## config.mk

```make
export PLATFORM = sky130hd
export DESIGN_NAME = nand_colptr_dec
export DESIGN_NICKNAME = d
export VERILOG_FILES = /design/src/rtl/nand_colptr_pkg.sv /design/src/rtl/nand_cmd_decode.sv /design/src/rtl/nand_region_ctl.sv /design/src/rtl/nand_col_counter.sv /design/src/rtl/nand_colptr_dec.sv
export SDC_FILE = /design/constraint.sdc
export NUM_CORES = 1
export LEC_CHECK = 0
export CORE_ASPECT_RATIO = 1.5
export CORE_MARGIN = 5
export CORE_UTILIZATION = 40
export DETAILED_ROUTE_END_ITERATION = 12
export PLACE_DENSITY = 0.69
export SYNTH_ARGS = -nofsm -noshare
export SYNTH_HDL_FRONTEND = slang
export SYNTH_SLANG_ARGS = --single-unit
```

## constraint.sdc

```tcl
create_clock -name clk -period 2.3 [get_ports clk]
set_clock_uncertainty 0.15 [all_clocks]
set_input_delay 0.23 -clock clk [delete_from_list [all_inputs] [get_ports clk]]
set_output_delay 0.23 -clock clk [all_outputs]
set_load 0.1 [all_outputs]
```

## src/rtl/nand_colptr_pkg.sv

```systemverilog
package nand_colptr_pkg;

  typedef enum logic [3:0] {
    OP_NONE         = 4'd0,
    OP_PTR_LO       = 4'd1,
    OP_PTR_HI       = 4'd2,
    OP_PTR_SPARE    = 4'd3,
    OP_IDENT        = 4'd4,
    OP_RESET        = 4'd5,
    OP_PROG_SETUP   = 4'd6,
    OP_PROG_GO      = 4'd7,
    OP_ERASE_SETUP  = 4'd8,
    OP_ERASE_GO     = 4'd9,
    OP_STATUS       = 4'd10
  } op_e;

  typedef enum logic [1:0] {
    RGN_LO    = 2'd0,
    RGN_HI    = 2'd1,
    RGN_SPARE = 2'd2
  } region_e;

endpackage

```

## src/rtl/nand_cmd_decode.sv

```systemverilog
module nand_cmd_decode
  import nand_colptr_pkg::*;
(
  input  logic [7:0] cmd_byte,
  output op_e        op,
  output logic       legal
);
  always_comb begin
    legal = 1'b1;
    case (cmd_byte)
      8'h00:   op = OP_PTR_LO;
      8'h01:   op = OP_PTR_HI;
      8'h50:   op = OP_PTR_SPARE;
      8'h90:   op = OP_IDENT;
      8'hFF:   op = OP_RESET;
      8'h80:   op = OP_PROG_SETUP;
      8'h10:   op = OP_PROG_GO;
      8'h60:   op = OP_ERASE_SETUP;
      8'hD0:   op = OP_ERASE_GO;
      8'h70:   op = OP_STATUS;
      default: begin
        op    = OP_NONE;
        legal = 1'b0;
      end
    endcase
  end
endmodule

```

## src/rtl/nand_region_ctl.sv

```systemverilog
module nand_region_ctl
  import nand_colptr_pkg::*;
(
  input  logic    clk,
  input  logic    rst_n,
  input  logic    cmd_valid,
  input  logic    legal,
  input  op_e     op,
  input  logic    data_end,
  output region_e region
);
  always_ff @(posedge clk) begin
    if (!rst_n) begin
      region <= RGN_LO;
    end else if (cmd_valid && legal) begin
      case (op)
        OP_PTR_LO, OP_RESET: region <= RGN_LO;
        OP_PTR_HI:           region <= RGN_HI;
        OP_PTR_SPARE:        region <= RGN_SPARE;
        default:             region <= region;
      endcase
    end else if (data_end && region == RGN_HI) begin
      region <= RGN_LO;
    end
  end

  AST_HI_REVERT: assert property (@(posedge clk) disable iff (!rst_n)
    (region == RGN_HI && data_end && !cmd_valid) |=> region == RGN_LO);
  AST_LO_KEEP: assert property (@(posedge clk) disable iff (!rst_n)
    (region != RGN_HI && data_end && !cmd_valid) |=> $stable(region));
  AST_ILLEGAL_REGION: assert property (@(posedge clk) disable iff (!rst_n)
    (cmd_valid && !legal) |=> $stable(region));
endmodule

```

## src/rtl/nand_col_counter.sv

```systemverilog
module nand_col_counter
  import nand_colptr_pkg::*;
#(
  parameter int PAGE_BYTES  = 528,
  parameter int HALF_BYTES  = 256,
  parameter int SPARE_BYTES = 16,
  parameter int COL_W       = 10
) (
  input  logic             clk,
  input  logic             rst_n,
  input  logic             cmd_valid,
  input  logic             legal,
  input  op_e              op,
  input  logic             addr_valid,
  input  logic [7:0]       addr_byte,
  input  logic             data_strobe,
  input  region_e          region,
  output logic [COL_W-1:0] col
);
  localparam logic [COL_W-1:0] LAST_COL   = COL_W'(PAGE_BYTES - 1);
  localparam logic [COL_W-1:0] HI_BASE    = COL_W'(HALF_BYTES);
  localparam logic [COL_W-1:0] SPARE_BASE = COL_W'(2 * HALF_BYTES);
  localparam logic [7:0]       SPARE_MASK = 8'(SPARE_BYTES - 1);

  logic             armed;
  logic             row_only;
  logic [COL_W-1:0] base;
  logic [7:0]       offset;
  logic [COL_W-1:0] load_val;

  always_comb begin
    case (region)
      RGN_HI:    begin base = HI_BASE;    offset = addr_byte; end
      RGN_SPARE: begin base = SPARE_BASE; offset = addr_byte & SPARE_MASK; end
      default:   begin base = '0;         offset = addr_byte; end
    endcase
    load_val = base + COL_W'(offset);
  end

  always_ff @(posedge clk) begin
    if (!rst_n) begin
      col      <= '0;
      armed    <= 1'b0;
      row_only <= 1'b0;
    end else if (cmd_valid) begin
      if (legal) begin
        armed    <= 1'b1;
        row_only <= (op == OP_ERASE_SETUP);
        if (op == OP_RESET) col <= '0;
      end
    end else if (addr_valid) begin
      armed <= 1'b0;
      if (armed && !row_only) col <= load_val;
    end else if (data_strobe) begin
      if (col != LAST_COL) col <= col + COL_W'(1);
    end
  end

  AST_COL_RANGE: assert property (@(posedge clk) disable iff (!rst_n)
    col <= LAST_COL);
  AST_STEP: assert property (@(posedge clk) disable iff (!rst_n)
    (data_strobe && col != LAST_COL) |=> col == $past(col) + COL_W'(1));
  AST_SATURATE: assert property (@(posedge clk) disable iff (!rst_n)
    (data_strobe && col == LAST_COL) |=> col == LAST_COL);
  AST_RESET_CLEAR: assert property (@(posedge clk) disable iff (!rst_n)
    (cmd_valid && legal && op == OP_RESET) |=> col == '0);
  AST_ILLEGAL_COL: assert property (@(posedge clk) disable iff (!rst_n)
    (cmd_valid && !legal) |=> $stable(col));
endmodule

```

## src/rtl/nand_colptr_dec.sv

```systemverilog
module nand_colptr_dec
  import nand_colptr_pkg::*;
#(
  parameter int PAGE_BYTES  = 528,
  parameter int HALF_BYTES  = 256,
  parameter int SPARE_BYTES = 16,
  localparam int COL_W      = $clog2(PAGE_BYTES)
) (
  input  logic             clk,
  input  logic             rst_n,
  input  logic             cmd_valid,
  input  logic [7:0]       cmd_byte,
  input  logic             addr_valid,
  input  logic [7:0]       addr_byte,
  input  logic             data_strobe,
  input  logic             data_end,
  output logic [COL_W-1:0] col_idx,
  output logic [1:0]       region,
  output logic             op_valid,
  output logic [3:0]       op_code,
  output logic             cmd_illegal
);
  op_e     dec_op;
  logic    dec_legal;
  region_e rgn;

  nand_cmd_decode u_decode (
    .cmd_byte (cmd_byte),
    .op       (dec_op),
    .legal    (dec_legal)
  );

  nand_region_ctl u_region (
    .clk       (clk),
    .rst_n     (rst_n),
    .cmd_valid (cmd_valid),
    .legal     (dec_legal),
    .op        (dec_op),
    .data_end  (data_end),
    .region    (rgn)
  );

  nand_col_counter #(
    .PAGE_BYTES  (PAGE_BYTES),
    .HALF_BYTES  (HALF_BYTES),
    .SPARE_BYTES (SPARE_BYTES),
    .COL_W       (COL_W)
  ) u_col (
    .clk         (clk),
    .rst_n       (rst_n),
    .cmd_valid   (cmd_valid),
    .legal       (dec_legal),
    .op          (dec_op),
    .addr_valid  (addr_valid),
    .addr_byte   (addr_byte),
    .data_strobe (data_strobe),
    .region      (rgn),
    .col         (col_idx)
  );

  always_ff @(posedge clk) begin
    if (!rst_n) begin
      op_valid    <= 1'b0;
      op_code     <= OP_NONE;
      cmd_illegal <= 1'b0;
    end else begin
      op_valid    <= cmd_valid && dec_legal;
      cmd_illegal <= cmd_valid && !dec_legal;
      if (cmd_valid) op_code <= dec_op;
    end
  end

  assign region = rgn;

  AST_ONE_EVENT: assert property (@(posedge clk) disable iff (!rst_n)
    $onehot0({cmd_valid, addr_valid, data_strobe}));
  AST_FLAG_EXCL: assert property (@(posedge clk) disable iff (!rst_n)
    !(op_valid && cmd_illegal));
  AST_OP_PULSE: assert property (@(posedge clk) disable iff (!rst_n)
    op_valid |-> $past(cmd_valid));
endmodule

```

==> impl_metrics.env <==
export IMPL_die_area_mm2=0.00474
export IMPL_syn_avg_cell_area_um2=7.83
export IMPL_async_flop_share_pct=0
export IMPL_finalSetupViolCount=0
export IMPL_min_path_type="reg -> reg"
export IMPL_ys_warn_count=0
export IMPL_grt_overflow_total=0
export IMPL_die_h_um=81.9
export IMPL_critPathLaunchType="flop"
export IMPL_synth_nets=199
export IMPL_via_count=1508
export IMPL_peakVddDrop_mv=0.304
export IMPL_cp_max_fo=9
export IMPL_synthFlopType="dfxtp_1"
export IMPL_totalWireLength_um=4080
export IMPL_place_hpwl_um=3310
export IMPL_finalHoldViolCount=0
export IMPL_whs_ns=0.328
export IMPL_final_cell_mix="buf_4 (29), clkdlybuf4s50_1 (21), dfxtp_1 (18)"
export IMPL_wl_per_cell_um=15.7
export IMPL_io_pins=40
export IMPL_crit_path_end_kind="flop"
export IMPL_postCtsSetupBuffers=0
export IMPL_max_freq_mhz=517
export IMPL_antenna_cells=0
export IMPL_syn_inst=176
export IMPL_period_share_pct=84.1
export IMPL_grt_pass1_wl_um=6740
export IMPL_num_rows=26
export IMPL_route_detailed_drc=0
export IMPL_grt_use_total_pct=18.3
export IMPL_die_x_um=57.9
export IMPL_final_max_slew_viol_count=0
export IMPL_hold_buffers=0
export IMPL_cts_buffers_inserted=3
export IMPL_cts_root_buf="clkbuf_8"
export IMPL_nets=241
export IMPL_fin_setup_tns_ns=0
export IMPL_drtPass1Iterations=4
export IMPL_grt_antenna_before_repair=0
export IMPL_drv_cap=0
export IMPL_grt_pass1_vias=1505
export IMPL_grt_max_degree=20
export IMPL_numClockSinks=20
export IMPL_reg2regPathDepth=7
export IMPL_ant_nets=0
export IMPL_synth_seq_cells=20
export IMPL_cts_tree="done"
export IMPL_power_density_mw_per_mm2=476
export IMPL_clk_pin_slew_ns=0.07
export IMPL_layout_commonest_cell="buf_4"
export IMPL_place_port_buffers=39
export IMPL_rr_startpoint="u_col.col[0]"
export IMPL_total_power_uw=870
export IMPL_synth_cell_type_count=51
export IMPL_hold_depth=2
export IMPL_synth_seq_area_share_pct=29.1
export IMPL_period_minus_slack_ns=1.93
export IMPL_cp_arrival_ns=1.93
export IMPL_hold_start="u_col.row_only"
export IMPL_maxSlewHeadroom_pct=62.9
export IMPL_required_ns=2.30
export IMPL_rsz0062_at_grt="no"
export IMPL_drive_gt1_share_pct=23.0
export IMPL_h_tree_depth=1
export IMPL_worst_slew_pin_slew_ns=0.555
export IMPL_synth_edf_count=0
export IMPL_drt_first_iter_violations=63
export IMPL_core_region_area_mm2=0.00338
export IMPL_p_leak_uw=0.000699
export IMPL_fin_util_pct=54.0
export IMPL_syn_to_final_growth_pct=32.6
export IMPL_crit_type="reg -> reg"
export IMPL_synthesis_area_mm2=0.00138
export IMPL_gp_congestion=0.900
export IMPL_status="finished, final reports clean"
export IMPL_start_util_pct=40.7
export IMPL_r2r_end="u_col.col[1]"
export IMPL_rrSetupSlack_ns=0.37
export IMPL_cts_resized=0
export IMPL_fill_cells=344
export IMPL_clock_path_buffers=2
export IMPL_avgViaCountPerCell=5.82
export IMPL_holdPathEnd="u_col.row_only"
export IMPL_insertion_delay_ns=0.26
synth_stat cells, types with 2 or more instances:
master	count	area share, %
a2111oi_2	2	2.2
a21oi_1	13	4.7
a22oi_1	4	2.2
a31o_2	2	1.3
and3_1	2	0.91
buf_2	5	1.8
buf_6	4	3.3
clkbuf_1	3	0.82
dfxtp_1	20	29
inv_1	9	2.5
mux2i_1	2	1.5
nand2_1	14	3.8
nand2b_1	4	1.8
nand3_1	8	2.9
nand3b_1	2	1.1
nand4_1	3	1.4
nor2_1	17	4.6
nor2b_1	2	0.91
nor3_1	4	1.5
nor4_1	3	1.4
nor4b_1	2	1.3
o21ai_0	14	5.1
o22ai_1	2	0.91
o31ai_1	4	2.2
o32ai_1	2	1.3
xnor2_1	2	1.3
xor2_1	3	1.9
cell type report:
class | instances | area, um^2 | area share, %
repair buffers | 50 | 428 | 23.4
clock buffers | 4 | 55.1 | 3.01
multi-input cells | 134 | 855 | 46.8
flip-flops and latches | 20 | 403 | 22.1
well taps | 42 | 52.6 | 2.88
inverters | 9 | 33.8 | 1.85
registers in the layout, indices dropped and copies added (netlist names):
name             cells
cmd_illegal          1
op_code              4
op_valid             1
u_col.armed          1
u_col.col           10
u_col.row_only       1
u_region.region      2
stage by stage:
stage	setup WS [ns]	instance area, um^2	cells
floorplan	0.0109	1380	176
global placement	0.225	1770	255
detailed placement	0.159	1770	255
CTS	0.354	1830	259
global route	0.274	1830	259
finish	0.365	1830	259
power breakdown:
part	switching, uW	internal, uW
Sequential	11.4	355
Combinational	145	86.0
Clock	120	153
worst max-delay path by stage:
stage	startpoint	endpoint	slack (ns)	cells past startpoint
after floorplan	u_col.col[3]	u_col.col[2]	0.01	6
after global placement	cmd_byte[0]	u_col.col[1]	0.22	7
after detailed placement	cmd_byte[0]	u_col.col[1]	0.16	7
after CTS	u_col.col[0]	u_col.col[1]	0.35	7
after global routing	u_col.col[0]	u_col.col[1]	0.27	7
final	u_col.col[0]	u_col.col[1]	0.37	7
kinds of logic after synthesis:
logic type | Yosys count | share of synthesized area [%]
xor gates and xnor gates | 5 | 3.18
muxes | 3 | 2.27
adders and majority gates | 1 | 0.908
and+or+nand+nor | 73 | 30.2
buffers and inverters | 22 | 8.90
AOI/OAI and AO/OA | 52 | 25.5
DFF | 20 | 29.1
critical path: stages, from the launching register on:
cell and delay, ns:
dfxtp_2 0.35, ha_1 0.23, and3_1 0.23, nand3_1 0.12
o211ai_2 0.26, buf_4 0.24, a22oi_1 0.18, nor2_1 0.05
metal layers:
metal / GRT usage, % / part of all wire [%]
met5: 0 / 0
met4: 10.9 / 3.5
met3: 3.77 / 6.1
met1: 18.1 / 36
met2: 34.2 / 54
No activity file was read; power rests on OpenSTA's default activity.
